File: src/rtl/spi_eeprom_ctl.sv
module spi_eeprom_ctl #(
  parameter int DEV_WORDS  = 256,
  parameter int ADDR_BITS  = 8,
  parameter int PAGE_BYTES = 32,
  parameter int HALF_CLKS  = 2,
  parameter int RETRY_MAX  = 8,
  parameter int POLL_GAP   = 500,
  parameter int WR_WAIT    = 1000000,
  localparam int OW = $clog2(DEV_WORDS) + 1
) (
  input  logic          clk,
  input  logic          rst_n,
  input  logic          start,
  input  logic          wr,
  input  logic [OW-1:0] offset,
  input  logic [OW-1:0] count,
  input  logic [15:0]   wdata,
  output logic [15:0]   rdata,
  output logic          word_tick,
  output logic          done,
  output logic          err,
  output logic          cs_n,
  output logic          sclk,
  output logic          mosi,
  input  logic          miso
);
  localparam int PGW = $clog2(PAGE_BYTES);
  localparam int HDR = (ADDR_BITS == 8) ? 16 : 24;

  typedef enum logic [3:0] {
    S_IDLE, S_POLL, S_POLLCHK, S_GAP, S_STBY_HI, S_STBY_LO, S_WREN, S_WREN2,
    S_CMD, S_WORD, S_WORDCHK, S_WAIT, S_STOP, S_DONE, S_XFER
  } st_t;

  st_t st, ret;
  logic          op_wr;
  logic [OW-1:0] cur, left;
  logic [23:0]   sr;
  logic [15:0]   rx;
  logic [4:0]    nb;
  logic [31:0]   tmr;
  logic [15:0]   tries;
  logic          idle, bad, half_end, pg_end;
  logic [16:0]   bext, nbext;
  logic [7:0]    op;

  assign idle     = (st == S_IDLE);
  assign bad      = (int'(offset) >= DEV_WORDS) || (count == '0) ||
                    (int'(offset) + int'(count) > DEV_WORDS);
  assign half_end = (tmr == 32'(HALF_CLKS - 1));
  assign bext     = 17'(cur) << 1;
  assign nbext    = (17'(cur) + 17'd1) << 1;
  assign pg_end   = (nbext[PGW-1:0] == '0);
  assign op       = (op_wr ? 8'h02 : 8'h03) |
                    (((ADDR_BITS == 8) && bext[8]) ? 8'h08 : 8'h00);
  assign mosi     = (st == S_XFER) && sr[23];
  assign done     = (st == S_DONE);

  always_ff @(posedge clk or negedge rst_n) begin
    if (!rst_n) begin
      st <= S_IDLE;  ret <= S_IDLE;  op_wr <= 1'b0;
      cur <= '0;  left <= '0;  sr <= '0;  rx <= '0;  nb <= '0;
      tmr <= '0;  tries <= '0;  rdata <= '0;  word_tick <= 1'b0;
      err <= 1'b0;  cs_n <= 1'b1;  sclk <= 1'b0;
    end else begin
      word_tick <= 1'b0;
      if (idle) begin
        if (start) begin
          op_wr <= wr;  cur <= offset;  left <= count;  tries <= '0;
          if (bad) begin
            err <= 1'b1;
            st  <= S_DONE;
          end else begin
            err  <= 1'b0;
            cs_n <= 1'b0;
            sclk <= 1'b0;
            st   <= S_POLL;
          end
        end
      end else begin
        case (st)
          S_POLL: begin
            sr <= {8'h05, 16'h0000};  nb <= 5'd16;
            ret <= S_POLLCHK;  st <= S_XFER;
          end
          S_POLLCHK: begin
            if (!rx[0]) begin
              cs_n <= 1'b1;
              ret  <= op_wr ? S_WREN : S_CMD;
              st   <= S_STBY_HI;
            end else if (tries == 16'(RETRY_MAX - 1)) begin
              err <= 1'b1;
              st  <= S_STOP;
            end else begin
              tries <= tries + 16'd1;
              st    <= S_GAP;
            end
          end
          S_GAP: begin
            if (tmr == 32'(POLL_GAP - 1)) begin
              tmr <= '0;  cs_n <= 1'b1;  ret <= S_POLL;  st <= S_STBY_HI;
            end else tmr <= tmr + 32'd1;
          end
          S_STBY_HI: begin
            if (half_end) begin
              tmr <= '0;  cs_n <= 1'b0;  st <= S_STBY_LO;
            end else tmr <= tmr + 32'd1;
          end
          S_STBY_LO: begin
            if (half_end) begin
              tmr <= '0;  st <= ret;
            end else tmr <= tmr + 32'd1;
          end
          S_WREN: begin
            sr <= {8'h06, 16'h0000};  nb <= 5'd8;
            ret <= S_WREN2;  st <= S_XFER;
          end
          S_WREN2: begin
            cs_n <= 1'b1;  ret <= S_CMD;  st <= S_STBY_HI;
          end
          S_CMD: begin
            if (ADDR_BITS == 8) sr <= {op, bext[7:0], 8'h00};
            else                sr <= {op, bext[15:0]};
            nb  <= 5'(HDR);
            ret <= S_WORD;  st <= S_XFER;
          end
          S_WORD: begin
            sr        <= op_wr ? {wdata[7:0], wdata[15:8], 8'h00} : 24'h0;
            word_tick <= op_wr;
            nb  <= 5'd16;
            ret <= S_WORDCHK;  st <= S_XFER;
          end
          S_WORDCHK: begin
            if (!op_wr) begin
              rdata     <= {rx[7:0], rx[15:8]};
              word_tick <= 1'b1;
            end
            cur  <= cur + 1'b1;
            left <= left - 1'b1;
            if (op_wr && pg_end) begin
              cs_n  <= 1'b1;
              tries <= '0;
              ret   <= (left == 1) ? S_WAIT : S_POLL;
              st    <= S_STBY_HI;
            end else if (left == 1) st <= op_wr ? S_WAIT : S_STOP;
            else st <= S_WORD;
          end
          S_WAIT: begin
            if (tmr == 32'(WR_WAIT - 1)) begin
              tmr <= '0;  st <= S_STOP;
            end else tmr <= tmr + 32'd1;
          end
          S_STOP: begin
            cs_n <= 1'b1;  sclk <= 1'b0;  st <= S_DONE;
          end
          S_DONE: st <= S_IDLE;
          S_XFER: begin
            if (half_end) begin
              tmr <= '0;
              if (!sclk) sclk <= 1'b1;
              else begin
                sclk <= 1'b0;
                rx   <= {rx[14:0], miso};
                sr   <= {sr[22:0], 1'b0};
                nb   <= nb - 5'd1;
                if (nb == 5'd1) st <= ret;
              end
            end else tmr <= tmr + 32'd1;
          end
          default: st <= S_IDLE;
        endcase
      end
    end
  end
endmodule

File: config.mk
export PLATFORM = sky130hd
export DESIGN_NAME = spi_eeprom_ctl
export DESIGN_NICKNAME = d
export VERILOG_FILES = /design/src/rtl/spi_eeprom_ctl.sv
export SDC_FILE = /design/constraint.sdc
export NUM_CORES = 1
export LEC_CHECK = 0
export CAP_MARGIN = 10
export CORE_AREA = 2 2 122 124
export CTS_CLUSTER_SIZE = 28
export DETAILED_ROUTE_END_ITERATION = 7
export DIE_AREA = 0 0 124 126
export PLACE_DENSITY_LB_ADDON = 0.08
export SLEW_MARGIN = 10
export SYNTH_ARGS = -nofsm -noshare
export SYNTH_HDL_FRONTEND = slang
export SYNTH_SLANG_ARGS = --single-unit
File: constraint.sdc
create_clock -name clk -period 3 [get_ports clk]
set_clock_uncertainty 0.15 [all_clocks]
set_input_delay 0.75 -clock clk [delete_from_list [all_inputs] [get_ports clk]]
set_output_delay 0.75 -clock clk [all_outputs]
set_load 0.05 [all_outputs]
; ---- Word level (Yosys, flattened, before mapping)
; Cells that the tools add are included.
[op_classes]
mul = 0
n_addsub = 7
mux = 68
n_div = 0
order_cmp = 2
bitwise = 3
eq_ne = 38
n_reduce_logical = 35
shifts = 0
[op_table]
columns = cell, count
row1 = $pmux 24 s5, 1
row2 = $mux 32, 3
row3 = $pmux 32 s3, 1
row4 = $mux 16, 5
row5 = $mux 4, 19
row6 = $mux 24, 3
row7 = $mux 9, 6
row8 = $pmux 4 s10, 1
row9 = $add 32x1->32 const B, 1
row10 = $eq 32x1->1 const B, 1
row11 = $eq 32x20->1 const B, 1
row12 = $eq 32x9->1 const B, 1
row13 = $pmux 16 s2, 1
row14 = $pmux 4 s8, 1
row15 = $ne 3x3->1 const B, 10
row16 = $eq 4x4->1 const B, 7
row17 = $reduce_and 4->1, 5
row18 = $mux 1, 19
row19 = $add 16x1->16 const B, 1
row20 = $eq 16x3->1 const B, 1
row21 = $eq 4x3->1 const B, 4
row22 = $pmux 5 s3, 1
row23 = $ne 2x2->1 const B, 7
row24 = $reduce_bool 3->1, 4
row25 = 35 further kinds, 49
[word_totals]
word_cells = 168
latchBits = 0
n_memories = 0
output_inout_bits = 22
ff_bits = 140
romBits = 0
mem_bits_rw = 0
in_bits = 39

; ---- Longest topological paths before layout
; Gate-level depths: netlist (run 1).
[logic_depth]
depth_word = 6
ltp_mapped = 10
mapped_depth_nobuf = 10

; ---- Least setup slack after synthesis (run 1)
; OpenSTA, ideal clock, no wires.
[synth_timing]
kind = reg2out
start = reg st[1]
end = out done
stages_incl_launch_ff = 6
n_path_buf = 4
arrival_time_ns = 2.325
path_slack_ns = -0.225
cell_sequence = dfrtp_1 > clkbuf_1 > clkbuf_1 > buf_2 > buf_2 > nor3_1
[synth_between]
elab_chain_cells = 1
[synth_lines]
columns = item, line
row1 = from (decl), 35  ; st_t st, ret;
row2 = from (signal assigned), 145  ; end else if (left == 1) st <= op_wr ? S_WAIT : S_STOP;
row3 = from (signal assigned), 166  ; if (nb == 5'd1) st <= ret;
row4 = $eq 4x4->1, 57  ; assign done = (st == S_DONE);
row5 = to (decl), 20  ; output logic done,
; No other way between the ends.

; ---- Worst setup path in the final report (run 1)
[layout_timing]
start = in count[0]
end = reg sclk
[layout_between]
elab_chain_cells = 5
[layout_lines]
columns = item, line
row1 = from (decl), 16  ; input logic [OW-1:0] count,
row2 = $add 9x9->10 or $logic_not 9->1 (tied branches), "49, 48"
row3 = $gt 10x9->1 or $logic_or 1x1->1 (tied branches), "49, 48"
row4 = $logic_or 1x1->1 (*), 48  ; assign bad = (int'(offset) >= DEV_WORDS) || (count == '0) ||
row5 = $ne 2x2->1 (no source line) (*), --
row6 = $reduce_and 4->1 (no source line) (*), --
row7 = to (signal assigned), 64  ; err <= 1'b0; cs_n <= 1'b1; sclk <= 1'b0;
row8 = to (signal assigned), 76  ; sclk <= 1'b0;
row9 = to (signal assigned), 154  ; cs_n <= 1'b1; sclk <= 1'b0; st <= S_DONE;
row10 = to (decl), 23  ; output logic sclk,
; Every way passes the cells marked *; elsewhere a longest branch is shown, timed or not.
; A chain may end at the register's enable or synchronous reset.

==> summary.md, run 1 <==
| Metric | Value |
|---|---|
| Status | `finished, final reports clean` |
| Peak VDD IR | `0.336 mV` |
| Maximum capacitance violations | `0` |
| CP Data Required Time | `3.13 ns` |
| Die width | `124 um` |
| Net Sw Frac | `23.4%` |
| Via count | `6,507` |
| Postcts setup bufs | `0` |
| Initial antenna violation count | `0` |
| Clk buf depth | `2` |
| Cell area power density | `420 mW/mm^2` |
| Final hold violation count | `0` |
| Mapped Cells | `796` |
| Clock share of power | `47.5%` |
| Syn Area/Cell | `9.36 sq um` |
| # nets final | `960` |
| Synth Net Count | `854` |
| Async SR Flop Fraction | `100%` |
| GRT Residual Overflow | `0` |
| Achievable Freq | `346 MHz` |
| Final wirelength | `18,300 um` |
| Vias per Instance | `5.93` |
| Synth Cell Area | `0.00745 sq mm` |
| CTS tree | `yes` |
| Max-slew headroom | `26.9%` |
| Cells after DPL | `1,067` |
| FF-to-FF setup slack | `0.21 ns` |
| Slew @ Worst Pin | `1.10 ns` |
| Critical R2R Capture | `sr[20]$_DFFE_PN0P_` |
| H-tree depth | `4` |
| Post-synthesis sequential area ratio | `44.0%` |
| IO buf count | `60` |
| Setup tns final | `0 ns` |
| Worst R2R Start | `tmr[26]$_DFFE_PN0P_` |
| Vias in the first global route | `6,349` |
| Largest net degree at the start of global routing | `63` |
| Synth Warn # | `0` |
| Fill count | `1,165` |
| Routability cong. | `0.901` |
| Non-filler cells, final | `1,098` |
| Worst min path class | `in2async` |
| Crit path launch | `count[0]` |
| Register bit count reported by yosys | `131` |
| Main synth FF type | `dfrtp_1` |
| Count of pins over their slew limit | `0` |
| Num CTS Buffers | `17` |
| Die Y-Extent | `126 um` |
| First-pass GRT wire length | `30,900 um` |
| Iteration-0 DRC count of the detailed router | `511` |
| TritonRoute pass-1 iters | `6` |
| Worst skew pair latency | `0.42 ns` |
| Psw | `0.000911 W` |
| Root buffer cell | `clkbuf_16` |
| Final instance area | `0.00926 sq mm` |
| Setup violators final | `0` |
| ANT nets after route | `0` |
| Internal power | `0.00298 W` |
| Post-DR wirelength/cell | `16.7 um` |
| Clk sink count | `131` |
| Leakage | `4.11 nW` |
| Worst r2r path cells | `7` |
| Row Count | `44` |
| CP Capture Type | `flip-flop` |
| RSZ-0062 raised after global routing | `true` |
| Layout cell share with drive strength beyond 1 | `17.9%` |
| # diodes | `0` |
| Crit path time final | `2.89 ns` |
| Logic pwr share | `6.6%` |
| Final HPWL DP | `13,500 um` |
| Sequential share of power | `45.9%` |
| Die ar. | `0.0156 sq mm` |
| Reg clk slew, reported paths | `0.06 ns` |
| # IOs | `61` |
| Post-layout util | `64.7%` |
| DRC | `0` |
| CP Launch Type | `input pin` |
| Netlist cell types | `76` |
| CP endpoint | `sclk$_DFFE_PN0P_` |
| Worst-path fanout max | `5` |
| Core area | `0.0143 sq mm` |
| Number of synthesized flops with an enable pin | `0` |
| Placed inst area | `0.00865 sq mm` |
| P&R area growth vs syn | `24.4%` |
| Crit path DAT | `3.02 ns` |
| Starting density of the core | `52.0%` |
| Period utilization | `96.3%` |
| Kind of critical path | `in2reg` |
| All-Layer GR Usage | `24.9%` |
-- power groups by stage --
stage	logic (W)	clock network (W)	registers (W)
CTS	0.000251	0.00189	0.00179
global route	0.000282	0.00198	0.00179
floorplan	0.0000750	0	0.00182
global placement	0.000241	0	0.00182
detailed placement	0.000245	0	0.00182
finish	0.000256	0.00185	0.00179
-- cell usage after synthesis, types with 6 or more instances --
cell type	number	area, sq um
dfrtp_1	130	3250
nor2_1	96	360
nand2_1	66	248
a21oi_1	55	275
o21ai_0	52	260
nand3_1	40	200
mux2_2	26	293
xor2_1	24	210
inv_1	20	75.1
clkbuf_1	18	67.6
ha_1	18	225
nor3_1	18	90.1
xnor2_1	15	131
buf_2	14	70.1
nand4_1	12	75.1
nor4_1	11	68.8
and3_1	9	56.3
nor2b_1	9	56.3
o211ai_1	9	67.6
a222oi_1	8	80.1
mux2_1	8	90.1
o22ai_1	8	50.1
and4_1	7	61.3
nand2b_1	7	43.8
a22oi_1	6	45.0
a31oi_1	6	37.5
and2_1	6	37.5
or3_1	6	37.5
-- state kept, by name (all words and copies together) (netlist names) --
name	flops
op_wr	1
err	1
rdata	16
left	9
cs_n	1
st	4
tries	16
cur	8
nb	5
ret	4
tmr	32
rx	16
word_tick	1
sr	16
sclk	1
-- worst max-delay path: stages --
cell and delay [ns]:
dlygate4sd2_1 0.25, ha_2 0.19, inv_1 0.07, fa_2 0.23, nor2b_2 0.05, o31a_1 0.34, o211ai_1 0.23, buf_4 0.14
a22oi_1 0.08, a2111oi_2 0.37, buf_4 0.20, o211ai_1 0.11
-- stage by stage --
step	hold WS (ns)	power, W	worst slack, ns
finish	0.0377	0.00389	0.110
global route	0.0311	0.00405	-0.00461
CTS	0.0269	0.00393	0.00619
detailed placement	0.317	0.00206	-0.575
global placement	0.312	0.00206	-0.516
floorplan	0.293	0.00189	0.0792
-- cell families after synthesis --
logic type / count (synthesis) / share of synthesized area, %
xor gates and xnor gates: 39 / 4.59
and+or+nand+nor: 323 / 22.6
adders and majority gates: 19 / 3.29
muxes: 36 / 5.41
buffers and inverters: 56 / 3.21
DFF: 131 / 44.0
AOI/OAI and AO/OA: 192 / 16.8
-- layout by cell type, fill, tap and decap left out, types with 7 or more instances in the layout --
cell type	count
ha_1	12
nor3_1	17
a222oi_1	8
o22ai_1	8
mux2_2	26
nor4_1	10
nand2_1	66
clkdlybuf4s50_1	49
clkbuf_16	17
o21ai_0	51
xnor2_1	15
nor2_1	95
inv_1	20
buf_4	61
xor2_1	24
nand4_1	12
nor2b_1	8
and4_1	7
and3_1	9
mux2_1	8
dfrtp_1	128
o211ai_1	9
nand2b_1	7
nand3_1	40
a21oi_1	54
-- cell type report --
| type | instances | area [sq um] | area share [%] |
|---|---|---|---|
| multi-input cells | 609 | 4020 | 43.4 |
| clock inverters | 12 | 85.1 | 0.918 |
| clock buffers | 19 | 443 | 4.78 |
| flip-flops and latches | 131 | 3280 | 35.4 |
| well taps | 184 | 230 | 2.49 |
| inverters | 20 | 75.1 | 0.810 |
| repair buffers | 123 | 1130 | 12.2 |
-- worst min-delay path by stage --
stage / slack, ns / end / cells past startpoint
3_3_place_gp: 0.31 / cs_n$_DFFE_PN1P_ / 2
2_1_floorplan: 0.29 / tmr[31]$_DFFE_PN0P_ / 1
6_report: 0.04 / tmr[30]$_DFFE_PN0P_ / 1
3_5_place_dp: 0.32 / cs_n$_DFFE_PN1P_ / 2
4_1_cts: 0.03 / tmr[30]$_DFFE_PN0P_ / 1
5_1_grt: 0.03 / tmr[30]$_DFFE_PN0P_ / 1
-- per-layer routing --
metal  routed length [um]  share of wire [%]  GRT usage (%)  vias up
met4                  382                2.1           8.72        0
li1                     -                  -              -     3110
met1                 8240                 45           33.7     3175
met2                 8880                 48           39.9      192
met5                    0                  0              0        -
met3                  831                4.5           4.76       30
-- repair_timing --
item                                    CTS  global route
pin swaps                                 7             3
hold buffers                              0             0
resized for setup                        14             9
endpoints found under the setup margin    6             6
Power figures use the tool's default switching activity.
==> run 2, diff against run 1 <==
==> constraint.sdc (replaced) <==
create_clock -name clk -period 3.55 [get_ports clk]
set_clock_uncertainty 0.15 [all_clocks]
set_input_delay 0.8875 -clock clk [delete_from_list [all_inputs] [get_ports clk]]
set_output_delay 0.8875 -clock clk [all_outputs]
set_load 0.05 [all_outputs]
==> run 2 against run 1 <==
- core utilization is 1.7 points lower
- global-route usage is 0.35 points lower
- final area is 2.6% lower
- sequential share of layout area is 0.91 points higher
- clock-buffer cell count is 1 higher
- register-to-register slack better by 0.44 ns
- wire length is 1.6% lower
- worst hold slack better by 0.26 ns
- worst setup slack better by 0.097 ns
- non-clock buffer count is 31 lower
- highest routed layer unchanged
==> summary.md, run 2 (same netlist as run 1, synthesis figures left out) <==
| Metric | Value |
|---|---|
| CP top delay family | `compound AO/OA/AOI/OAI gates` |
| Critical R2R Capture | `tries[11]$_DFFE_PN0P_` |
| Period utilization | `94.2%` |
| Maximum capacitance violations | `0 (unchanged)` |
| Setup tns final | `0 ns (unchanged)` |
| Iteration-0 DRC count of the detailed router | `474 (-7.2%)` |
| Clk buf depth | `2 (unchanged)` |
| PnR worst setup slack | `0.207 ns (+0.0972 ns)` |
| Commonest non-fill, non-tap cell in the layout | `dfrtp_1` |
| Routability cong. | `0.901 (about the same)` |
| Worst-path fanout max | `5 (unchanged)` |
| CP Launch Type | `input pin` |
| CP max stage cell | `clkdlybuf4s50_1` |
| RSZ-0062 raised after global routing | `false` |
| Row Count | `44 (unchanged)` |
| Worst r2r path cells | `7 (unchanged)` |
| H-tree depth | `4 (unchanged)` |
| Vias in the first global route | `6,200 (-2.3%)` |
| Largest net degree at the start of global routing | `52 (-17%)` |
| All-Layer GR Usage | `24.5% (-0.35 points)` |
| Placed inst area | `0.00839 sq mm (-3.0%)` |
| ANT nets after route | `0 (unchanged)` |
| Fill count | `1,182 (+1.5%)` |
| Achievable Freq | `299 MHz` |
| CTS tree | `yes` |
| Cell area power density | `395 mW/mm^2 (-6.0%)` |
| Status | `finished, final reports clean` |
| CP Cell Sequence | `clkdlybuf4s50_1 -> ha_1 -> inv_1 -> fa_2 -> nor2b_2 -> o31a_1 -> nor3_1 -> o2bb2ai_1 -> o2111ai_1 -> a2111oi_2 -> buf_4 -> o211ai_1` |
| Max-slew headroom | `36.1% (+9.2 points)` |
| First-pass GRT wire length | `30,600 um (-1.2%)` |
| TritonRoute pass-1 iters | `6 (unchanged)` |
| CP Data Required Time | `3.69 ns (+0.56 ns)` |
| Final hold violation count | `0 (unchanged)` |
| Post-DR wirelength/cell | `16.9 um (+1.2%)` |
| Crit path time final | `3.34 ns` |
| Core area | `0.0143 sq mm (unchanged)` |
| Max reg flops | `32 (unchanged)` |
| Setup WS pre-CTS | `-0.234 ns (+0.341 ns)` |
| Final instance area | `0.00903 sq mm (-2.6%)` |
| Initial antenna violation count | `0 (unchanged)` |
| # nets final | `929 (-3.2%)` |
| Setup violators final | `0 (unchanged)` |
| GRT Residual Overflow | `0 (unchanged)` |
| Root buffer cell | `clkbuf_16` |
| Hold Buf Count CTS | `0 (unchanged)` |
| Die Y-Extent | `126 um (unchanged)` |
| Vias per Instance | `5.96 (+0.50%)` |
| Postcts setup bufs | `0 (unchanged)` |
| Most flops, register | `tmr` |
| FF-to-FF setup slack | `0.65 ns (+0.44 ns)` |
| Via count | `6,361 (-2.2%)` |
| Final wirelength | `18,000 um (-1.6%)` |
| Die width | `124 um (unchanged)` |
| Die ar. | `0.0156 sq mm (unchanged)` |
| DRC | `0 (unchanged)` |
| WP buf/inv | `3 (-1)` |
| Kind of critical path | `in2reg` |
| # diodes | `0 (unchanged)` |
| IO buf count | `60 (unchanged)` |
| Starting density of the core | `52.0% (unchanged)` |
| Worst min path class | `in2async` |
| # IOs | `61 (unchanged)` |
| Count of pins over their slew limit | `0 (unchanged)` |
| Worst skew pair latency | `0.42 ns (about the same)` |
| Slew @ Worst Pin | `0.954 ns (-0.142 ns)` |
| Clk sink count | `131 (unchanged)` |
| Hold slack | `0.298 ns (+0.260 ns)` |
| Num CTS Buffers | `17 (unchanged)` |
| Reg clk slew, reported paths | `0.06 ns (about the same)` |
| P&R area growth vs syn | `21.2%` |
| CP Capture Type | `flip-flop` |
| Most frequent cells in the layout | `dfrtp_1 (130), nor2_1 (96), nand2_1 (66)` |
| Worst R2R Start | `cur[0]$_DFFE_PN0P_` |
| Layout cell share with drive strength beyond 1 | `13.7% (-4.3 points)` |
| Final HPWL DP | `12,700 um (-5.4%)` |
| CP peak stage delay | `0.49 ns (+0.12 ns)` |
| Leakage | `3.98 nW (-3.3%)` |
| Peak VDD IR | `0.338 mV (+0.68%)` |
| Crit path DAT | `3.48 ns (+0.46 ns)` |
## run 2: worst register-to-register path, delay by kind of cell (launching register included)
| family | cells | cell delay [ns] |
|---|---|---|
| simple gates | 4 | 1.11 |
| flops | 1 | 0.52 |
| compound gates | 2 | 0.68 |
| fa+ha+maj | 1 | 0.30 |
## run 2: per-layer routing
layer	GRT usage, %	up-vias	wire (um)
met5	0	-	0
met4	7.27	0	263
met3	4.44	23	870
met2	40.6	191	8940
met1	32.8	3098	7970
li1	-	3049	-
## run 2: through the flow
step	util [%]	std cells	power, W
6_report	63.1	1068	0.00356
5_1_grt	63.1	1068	0.00369
4_1_cts	63.0	1068	0.00360
3_5_place_dp	58.6	1036	0.00172
3_3_place_gp	58.6	1036	0.00172
2_1_floorplan	-	796	0.00160
## run 2: worst max-delay path by stage
stage | depth (start not counted) | end | startpoint
6_report | 12 | sclk$_DFFE_PN0P_ | offset[0]
5_1_grt | 12 | sclk$_DFFE_PN0P_ | offset[0]
4_1_cts | 12 | sclk$_DFFE_PN0P_ | offset[0]
3_5_place_dp | 12 | sclk$_DFFE_PN0P_ | offset[0]
3_3_place_gp | 12 | sclk$_DFFE_PN0P_ | offset[0]
2_1_floorplan | 5 | done | st[1]$_DFFE_PN0P_
## run 2: power by group
part | internal [W] | total (W) | switching, W
Clock | 0.00121 | 0.00187 | 0.000656
Sequential | 0.00150 | 0.00151 | 0.00000782
Combinational | 0.0000913 | 0.000186 | 0.0000944
Total | 0.00281 | 0.00356 | 0.000758
## run 2: final cells by class
class	count	area, sq um	area share [%]
timing repair buffer	92	871	9.65
multi-input combinational	609	3940	43.6
inverter	20	75.1	0.832
sequential	131	3280	36.3
clock buffer	20	457	5.06
tap	184	230	2.55
clock inverter	12	179	1.98
## run 2: timing repair
| item | CTS | global route |
|---|---|---|
| endpoints found under the setup margin | 0 | 1 |
| hold endpoints to repair | 0 | 0 |
| resized for setup | 0 | 2 |
